[src/rtl/rxs_pkg.sv]
package rxs_pkg;
  localparam int SLIP_CNT_W = 5;
  typedef logic [SLIP_CNT_W-1:0] slip_cnt_t;

  // next slip offset for a word of 'width' bits: wraps at width-1
  function automatic slip_cnt_t slip_advance(slip_cnt_t c, int unsigned width);
    if (c == slip_cnt_t'(width - 1)) return '0;
    return c + slip_cnt_t'(1);
  endfunction
endpackage

[src/rtl/rxs_polarity.sv]
module rxs_polarity #(
  parameter int W = 10
) (
  input  logic         invert,
  input  logic [W-1:0] din,
  output logic [W-1:0] dout
);
  assign dout = din ^ {W{invert}};
endmodule

[src/rtl/rxs_slip_ctrl.sv]
module rxs_slip_ctrl
  import rxs_pkg::*;
#(
  parameter int W = 10
) (
  input  logic      clk,
  input  logic      rst_n,
  input  logic      slip_req,
  input  logic      align_en,
  output slip_cnt_t count,
  output logic      slip_evt
);
  logic slip_q;

  // a slip happens only on a fresh rising edge with alignment enabled
  assign slip_evt = slip_req & ~slip_q & align_en;

  always_ff @(posedge clk or negedge rst_n) begin
    if (!rst_n) begin
      slip_q <= 1'b0;
      count  <= '0;
    end else begin
      slip_q <= slip_req;
      if (slip_evt) count <= slip_advance(count, W);
    end
  end

  // R3 single step per accepted edge
  a_r3_single_step: assert property (@(posedge clk) disable iff (!rst_n)
    (slip_evt && count != slip_cnt_t'(W-1)) |=> (count == $past(count) + slip_cnt_t'(1)));
  // R4 held request gives no further slips
  a_r4_held_no_slip: assert property (@(posedge clk) disable iff (!rst_n)
    (slip_q && slip_req) |=> $stable(count));
  // R5 disabled alignment ignores requests
  a_r5_disabled_ignored: assert property (@(posedge clk) disable iff (!rst_n)
    (!align_en) |=> $stable(count));
  // R6 wrap from W-1 to zero
  a_r6_wrap: assert property (@(posedge clk) disable iff (!rst_n)
    (slip_evt && count == slip_cnt_t'(W-1)) |=> (count == '0));
  // R6 offset never leaves the word
  a_r6_in_range: assert property (@(posedge clk) disable iff (!rst_n)
    count < slip_cnt_t'(W));
endmodule

[src/rtl/rxs_window.sv]
module rxs_window
  import rxs_pkg::*;
#(
  parameter int W = 10
) (
  input  logic         clk,
  input  logic         rst_n,
  input  logic         in_valid,
  input  logic [W-1:0] cur,
  input  slip_cnt_t    offset,
  output logic [W-1:0] win
);
  logic [W-1:0] prev;
  logic [W-1:0] cand [W];

  always_ff @(posedge clk or negedge rst_n) begin
    if (!rst_n)        prev <= '0;
    else if (in_valid) prev <= cur;
  end

  // candidate k = bits [k+W-1:k] of {cur, prev}
  assign cand[0] = prev;
  for (genvar k = 1; k < W; k++) begin : g_cand
    assign cand[k] = {cur[k-1:0], prev[W-1:k]};
  end

  always_comb begin
    win = prev;
    for (int k = 0; k < W; k++) begin
      if (offset == slip_cnt_t'(k)) win = cand[k];
    end
  end

  // R10 invalid cycles do not replace the stored word
  a_r10_prev_hold: assert property (@(posedge clk) disable iff (!rst_n)
    (!in_valid) |=> $stable(prev));
endmodule

[src/rtl/rxs_bitrev.sv]
module rxs_bitrev #(
  parameter int W = 10
) (
  input  logic         reverse,
  input  logic [W-1:0] din,
  output logic [W-1:0] dout
);
  logic [W-1:0] mirrored;
  for (genvar i = 0; i < W; i++) begin : g_mirror
    assign mirrored[i] = din[W-1-i];
  end
  assign dout = reverse ? mirrored : din;
endmodule

[src/rtl/rx_bitslip_align.sv]
module rx_bitslip_align
  import rxs_pkg::*;
#(
  parameter int W = 10
) (
  input  logic                  clk,
  input  logic                  rst_n,
  input  logic                  in_valid,
  input  logic [W-1:0]          in_data,
  input  logic                  ctl_invert,
  input  logic                  ctl_reverse,
  input  logic                  ctl_align_en,
  input  logic                  ctl_slip,
  output logic                  out_valid,
  output logic [W-1:0]          out_data,
  output logic [SLIP_CNT_W-1:0] slip_count
);
  logic [W-1:0] pol_word;
  logic [W-1:0] win_word;
  logic [W-1:0] fin_word;
  slip_cnt_t    offset;
  logic         slip_evt;
  logic         chk_armed;

  rxs_polarity #(.W(W)) u_pol (
    .invert(ctl_invert), .din(in_data), .dout(pol_word));

  rxs_slip_ctrl #(.W(W)) u_ctl (
    .clk(clk), .rst_n(rst_n), .slip_req(ctl_slip), .align_en(ctl_align_en),
    .count(offset), .slip_evt(slip_evt));

  rxs_window #(.W(W)) u_win (
    .clk(clk), .rst_n(rst_n), .in_valid(in_valid), .cur(pol_word),
    .offset(offset), .win(win_word));

  rxs_bitrev #(.W(W)) u_rev (
    .reverse(ctl_reverse), .din(win_word), .dout(fin_word));

  always_ff @(posedge clk or negedge rst_n) begin
    if (!rst_n) begin
      out_valid <= 1'b0;
      out_data  <= '0;
      chk_armed <= 1'b0;
    end else begin
      out_valid <= in_valid;
      chk_armed <= 1'b1;
      if (in_valid) out_data <= fin_word;
    end
  end

  assign slip_count = offset;

  // R2 fixed one-cycle valid latency
  a_r2_valid_follow: assert property (@(posedge clk) disable iff (!rst_n)
    chk_armed |-> (out_valid == $past(in_valid)));
  // R10 output word held on invalid cycles
  a_r10_out_hold: assert property (@(posedge clk) disable iff (!rst_n)
    (!in_valid) |=> $stable(out_data));
  // R3 count moves only after a slip event
  a_r3_move_needs_event: assert property (@(posedge clk) disable iff (!rst_n)
    (!slip_evt) |=> $stable(slip_count));
endmodule

[config.mk]
export PLATFORM = sky130hd
export DESIGN_NAME = rx_bitslip_align
export DESIGN_NICKNAME = d
export VERILOG_FILES = /design/src/rtl/rxs_pkg.sv /design/src/rtl/rxs_polarity.sv /design/src/rtl/rxs_slip_ctrl.sv /design/src/rtl/rxs_window.sv /design/src/rtl/rxs_bitrev.sv /design/src/rtl/rx_bitslip_align.sv
export SDC_FILE = /design/constraint.sdc
export NUM_CORES = 1
export LEC_CHECK = 0
export ABC_CLOCK_PERIOD_IN_PS = 3050
export BUFFER_PORTS_ARGS = -buffer_cell sky130_fd_sc_hd__buf_4
export CAP_MARGIN = 20
export CORE_AREA = 2 2 75 77
export CTS_CLUSTER_SIZE = 14
export DETAILED_ROUTE_END_ITERATION = 7
export DIE_AREA = 0 0 77 79
export HOLD_SLACK_MARGIN = 0.02
export PLACE_DENSITY_LB_ADDON = 0.08
export REMOVE_ABC_BUFFERS = 1
export SYNTH_ARGS = -nofsm -noshare
export SYNTH_HDL_FRONTEND = slang
export SYNTH_SLANG_ARGS = --single-unit
[constraint.sdc]
create_clock -name clk -period 3.05 [get_ports clk]
set_clock_uncertainty 0.2 [all_clocks]
set_input_delay 0.4575 -clock clk [delete_from_list [all_inputs] [get_ports clk]]
set_output_delay 0.4575 -clock clk [all_outputs]
set_load 0.01 [all_outputs]
Word-level counts from Yosys, hierarchy flattened. Index checks and enable logic that the tools add are counted.

Add/sub/neg operators: 1. $mul: 0. Div/mod/pow operators: 0. Order comparisons: 0. Equal/unequal tests: 9. Shifts and indexed selects: 0. Multiplexer cells: 14. Bitwise logic cells: 4. Reductions and logical operators: 0.

Operator list (count): $mux 10 (10); $eq 5x3->1 const B (4); $eq 5x2->1 const B (2); $eq 5x4->1 const B (2); $mux 5 (2); $xor 10x10->10 (1); $add 5x1->5 const B (1); $eq 5x1->1 const B (1); $and 1x1->1 (2); $mux 1 (2); $not 1->1 (1).

Register bits after elaboration: 27. Bits in latches: 0. Bits in writable memories: 0. ROM bits: 0. Input bits: 17. Output and inout port bits: 16. Word-level logic and storage cells: 33. Memories kept: 0.

Depth between registers and ports, before layout.
Depth in word-level cells: 11. Depth in mapped cells: 10.

Cells and area by module. Synthesis repeated with hierarchy kept, for this count alone.

Cells, all modules: 305. Area, all modules: 2752.6 µm².

By module, submodules not included: rxs_window (instances 1, cells an instance 237, area each 1745.4 µm², seq. area each 250.2 µm²); rx_bitslip_align (instances 1, cells an instance 22, area each 436.7 µm², seq. area each 275.3 µm²); rxs_slip_ctrl (instances 1, cells an instance 24, area each 310.3 µm², seq. area each 150.1 µm²); rxs_bitrev (instances 1, cells an instance 11, area each 161.4 µm², seq. area each 0.0 µm²); rxs_polarity (instances 1, cells an instance 11, area each 98.8 µm², seq. area each 0.0 µm²).

Least setup slack after synthesis. Ideal clock, no wire load.

Path kind: register to register. Start point: register u_ctl.count[0]. End point: register out_data[2]. Setup time: 0.121 ns. Arrival: 2.123 ns. Setup slack: 0.606 ns. Cell stages (with the launch flop): 9. Cell sequence: dfrtp_1 -> inv_1 -> ha_1 -> clkbuf_1 -> o311ai_2 -> a2111oi_0 -> o31ai_1 -> o21ai_0 -> o22a_1.

Longest elaborated chain between the ends: 11. Elaborated cells on any way between the ends: 19. Those cells by class: eq/ne: 9; mux: 10.

RTL lines: start: declaration (RTL line rxs_slip_ctrl.sv:10) `output slip_cnt_t count,`; start signal: assignment (RTL line rxs_slip_ctrl.sv:24) `if (slip_evt) count <= slip_advance(count, W);`; $eq 5x1->1 (RTL line rxs_window.sv:30) `if (offset == slip_cnt_t'(k)) win = cand[k];`; $mux 10 (8 in a row) (RTL line rxs_window.sv:30); $mux 10 (*) (RTL line rxs_window.sv:30); $mux 10 (*) (RTL line rxs_bitrev.sv:12) `assign dout = reverse ? mirrored : din;`; end signal: assignment (RTL line rx_bitslip_align.sv:47) `if (in_valid) out_data <= fin_word;`; end: declaration (RTL line rx_bitslip_align.sv:15) `output logic [W-1:0] out_data,`.

Every way passes the cells marked *; elsewhere a longest branch is shown, timed or not. A chain may end at the register's enable or synchronous reset.

Worst setup path in the final report.
Start point: register u_ctl.count[1]. End point: register out_data[9].

Same word-level chain as after synthesis.

==> impl_results.md <==
* Multi-input logic area at between 1500 and 2000 um^2
* Min Tclk post-route at 2.83 ns
* WP data required at between 3 and 4 ns
* Metal-1 WL at roughly 3700 um
* Top routing layer in use: met4
* DRC errors left at 0
* Initial antenna violation count at 0
* Total stage count of the critical path at 8
* Worst path bufs/invs at 2
* Routed wl met2 at approximately 3500 um
* Clock sinks at 27
* Register area at 676 um^2
* Worst path cell trace: inv_1, ha_1, nor4b_4, mux2i_1, a2111oi_0, buf_4, o21ai_0, a311oi_1
* Die Span Y at ~80 um
* Setup repair bufs after CTS at 0
* Max FO, Critical Path at 6
* Status: finished clean
* CTS Root Buffer Type: clkbuf_8
* Slowest stage cell, crit path: a2111oi_0
* CP max stage delay at ~0.63 ns
* Share of post-route cells with drive strength above 1 at 0.186
* Total Power at 2.39 mW
* P&R area growth vs syn at 15.0%
* Synthesized instance count at approximately 320
* Syn avg cell area at between 7 and 8 um^2
* H-tree depth at 1
* Setup_tns at 0 ns
* CTS buffer count at 3
* Largest net degree at the start of global routing at between 40 and 50
* CTS clock-pin slew for the worst setup and hold paths at ~0.10 ns
* Die ar. at approximately 6000 um^2
* F_max at 0.353 GHz
* Final Cell Area at approximately 2900 um^2
* Inst Count DP at between 400 and 500
* Worst Reg-to-Reg Cells at 8
* Total core area at approximately 5300 um^2
* 1st-iter DRT viols at between 200 and 300
* Startpoint Class: register
* Setup crit end kind: register
* MaxCap Viol Count at 0
* Synth unique cells at 66
* Worst Hold Class: primary input to register
* Worst-Margin Slew at around 0.84 ns
* Vias per cell at ~6.2
* Power Dens Cells at just over 800 nW/um^2
* Ant diodes at 0
* RSZ-0062 raised after global routing: false
* Pins over their slew limit at 0
* Met3 WL post-DR at 574 um
* Initial core utilization at 0.475
* Leading area contributor after synthesis: dfrtp_1
* Flop and latch count out of synthesis at 27
* GRT overflow at 0
* First-pass GRT wire length at approximately 12000 um
* Fin nets at approximately 370
* Average routed wire per standard cell at 19.0 um
* Placed standard-cell area at approximately 2900 um^2
* PortBufs at 32
* Vias at roughly 2600
* Top_reg_cell synth: dfrtp_1
* DR pass1 iterations at 5
* Crit Path Category: register to register
* Fill count at about 560
* Post-Route WL at ~7900 um
* Skew-Pair Late Insertion Delay at 0.28 ns
* Detailed placement HPWL at about 5900 um
* Relative slew slack at 0.425
* Hold path depth at 1
* GRT Total Usage at 0.261
* CTS tree: done
* Vias in the first global route at around 2300
* Die Wd at between 70 and 80 um
* Synth Cell Area at 2530 um^2
* Final cell count without fillers at between 400 and 500
* Area contributors post-synth: dfrtp_1 27%, nor2_1 5.6%, a21oi_1 5.1%
* Yosys Warn Count at 0
* I/O pin cnt at 33
* Final hold vios at 0
* Top post-synthesis cells by count: 38 x nor2_1, 27 x dfrtp_1, 26 x a21oi_1, 17 x clkbuf_1, 16 x o21ai_0
* Final Cycle Share at 0.927
* Asr flop ratio synth at 1.00
* # rows at 27
* Delay-heaviest family, CP: compound AO/OA/AOI/OAI gates
* Final Wtd Congestion at around 0.95
* Pleak at approximately 1.1 nW
* Antenna Nets Post-Route at 0
* Clock buffer depth at 2
* Most common cell in the netlist: nor2_1
* Worst IR Drop VDD at between 0.5 and 0.6 mV
* Post-synthesis sequential area ratio at 0.267
* CP arrival at ~2.8 ns
* Post-synth top area share at 0.267
* Endpoints failing setup at 0
* Post-synth EDFFs at 0
registers in the layout, summed over array words and instances (netlist names):
name / cells
u_ctl.slip_q: 1
u_ctl.count: 5
out_data: 10
out_valid: 1
u_win.prev: 10
kinds of logic after synthesis:
kind of cell	synth area share
AND/OR/NAND/NOR	0.252
AO/OA/AOI/OAI	0.289
buffers and inverters	0.0755
flip-flops	0.267
XOR/XNOR	0.0484
multiplexers	0.0489
adder cells (fa/ha/maj)	0.0197
repair_timing:
| action | CTS | global route |
|---|---|---|
| hold buffers | 1 | 0 |
| resized for setup | 0 | 0 |
| hold endpoints to repair | 27 | 0 |
final cells by class:
type                       instances  area share
multi-input combinational        251       0.572
sequential                        27       0.232
timing repair buffer              53       0.137
tap                               72      0.0309
clock buffer                       3      0.0142
inverter                           9      0.0116
clock inverter                     1     0.00172
cell usage in the layout, fill, tap and decap left out, types with 8 or more instances in the layout:
cell type	netlist	routed
o21ai_0	16	16
buf_4	1	52
nor2_1	38	38
mux2i_1	9	9
nand2b_1	9	9
inv_1	8	8
nand3_1	11	11
nor3_1	11	11
a21oi_1	26	26
nand2_1	15	15
dfrtp_1	27	27
xnor2_1	9	9
o22ai_1	8	8
stage by stage:
stage	setup WS, ns	hold slack (ns)	util
after global placement	0.252	0.198	0.535
final	0.221	0.0859	0.546
after detailed placement	0.254	0.202	0.535
after CTS	0.224	0.0832	0.546
after floorplan	0.0531	-0.0381	-
after global routing	0.0437	0.0724	0.546
per-layer routing:
metal / track usage / up-vias
met5: 0 / -
met3: 0.0466 / 14
met4: 0.0875 / 0
met2: 0.395 / 110
met1: 0.377 / 1231
li1: - / 1240
report_power, final:
part           total [mW]  internal [mW]  switching (mW)
logic                1.55          0.699           0.853
registers           0.623          0.464           0.159
clock network       0.217         0.0919           0.125
total                2.39           1.25            1.14
final timing paths:
check	start	to	slack (ns)
min in group asynchronous	rst_n	u_win.prev[3]	0.43
setup / recovery	u_ctl.count[1]	out_data[9]	0.22
setup reg to reg	u_ctl.count[1]	out_data[9]	0.22
max in group asynchronous	rst_n	out_data[7]	1.95
hold reg to reg	out_data[4]	out_data[4]	0.31
hold / removal	ctl_slip	u_ctl.slip_q	0.09
Note: power is estimated with default switching activity, not from simulation.
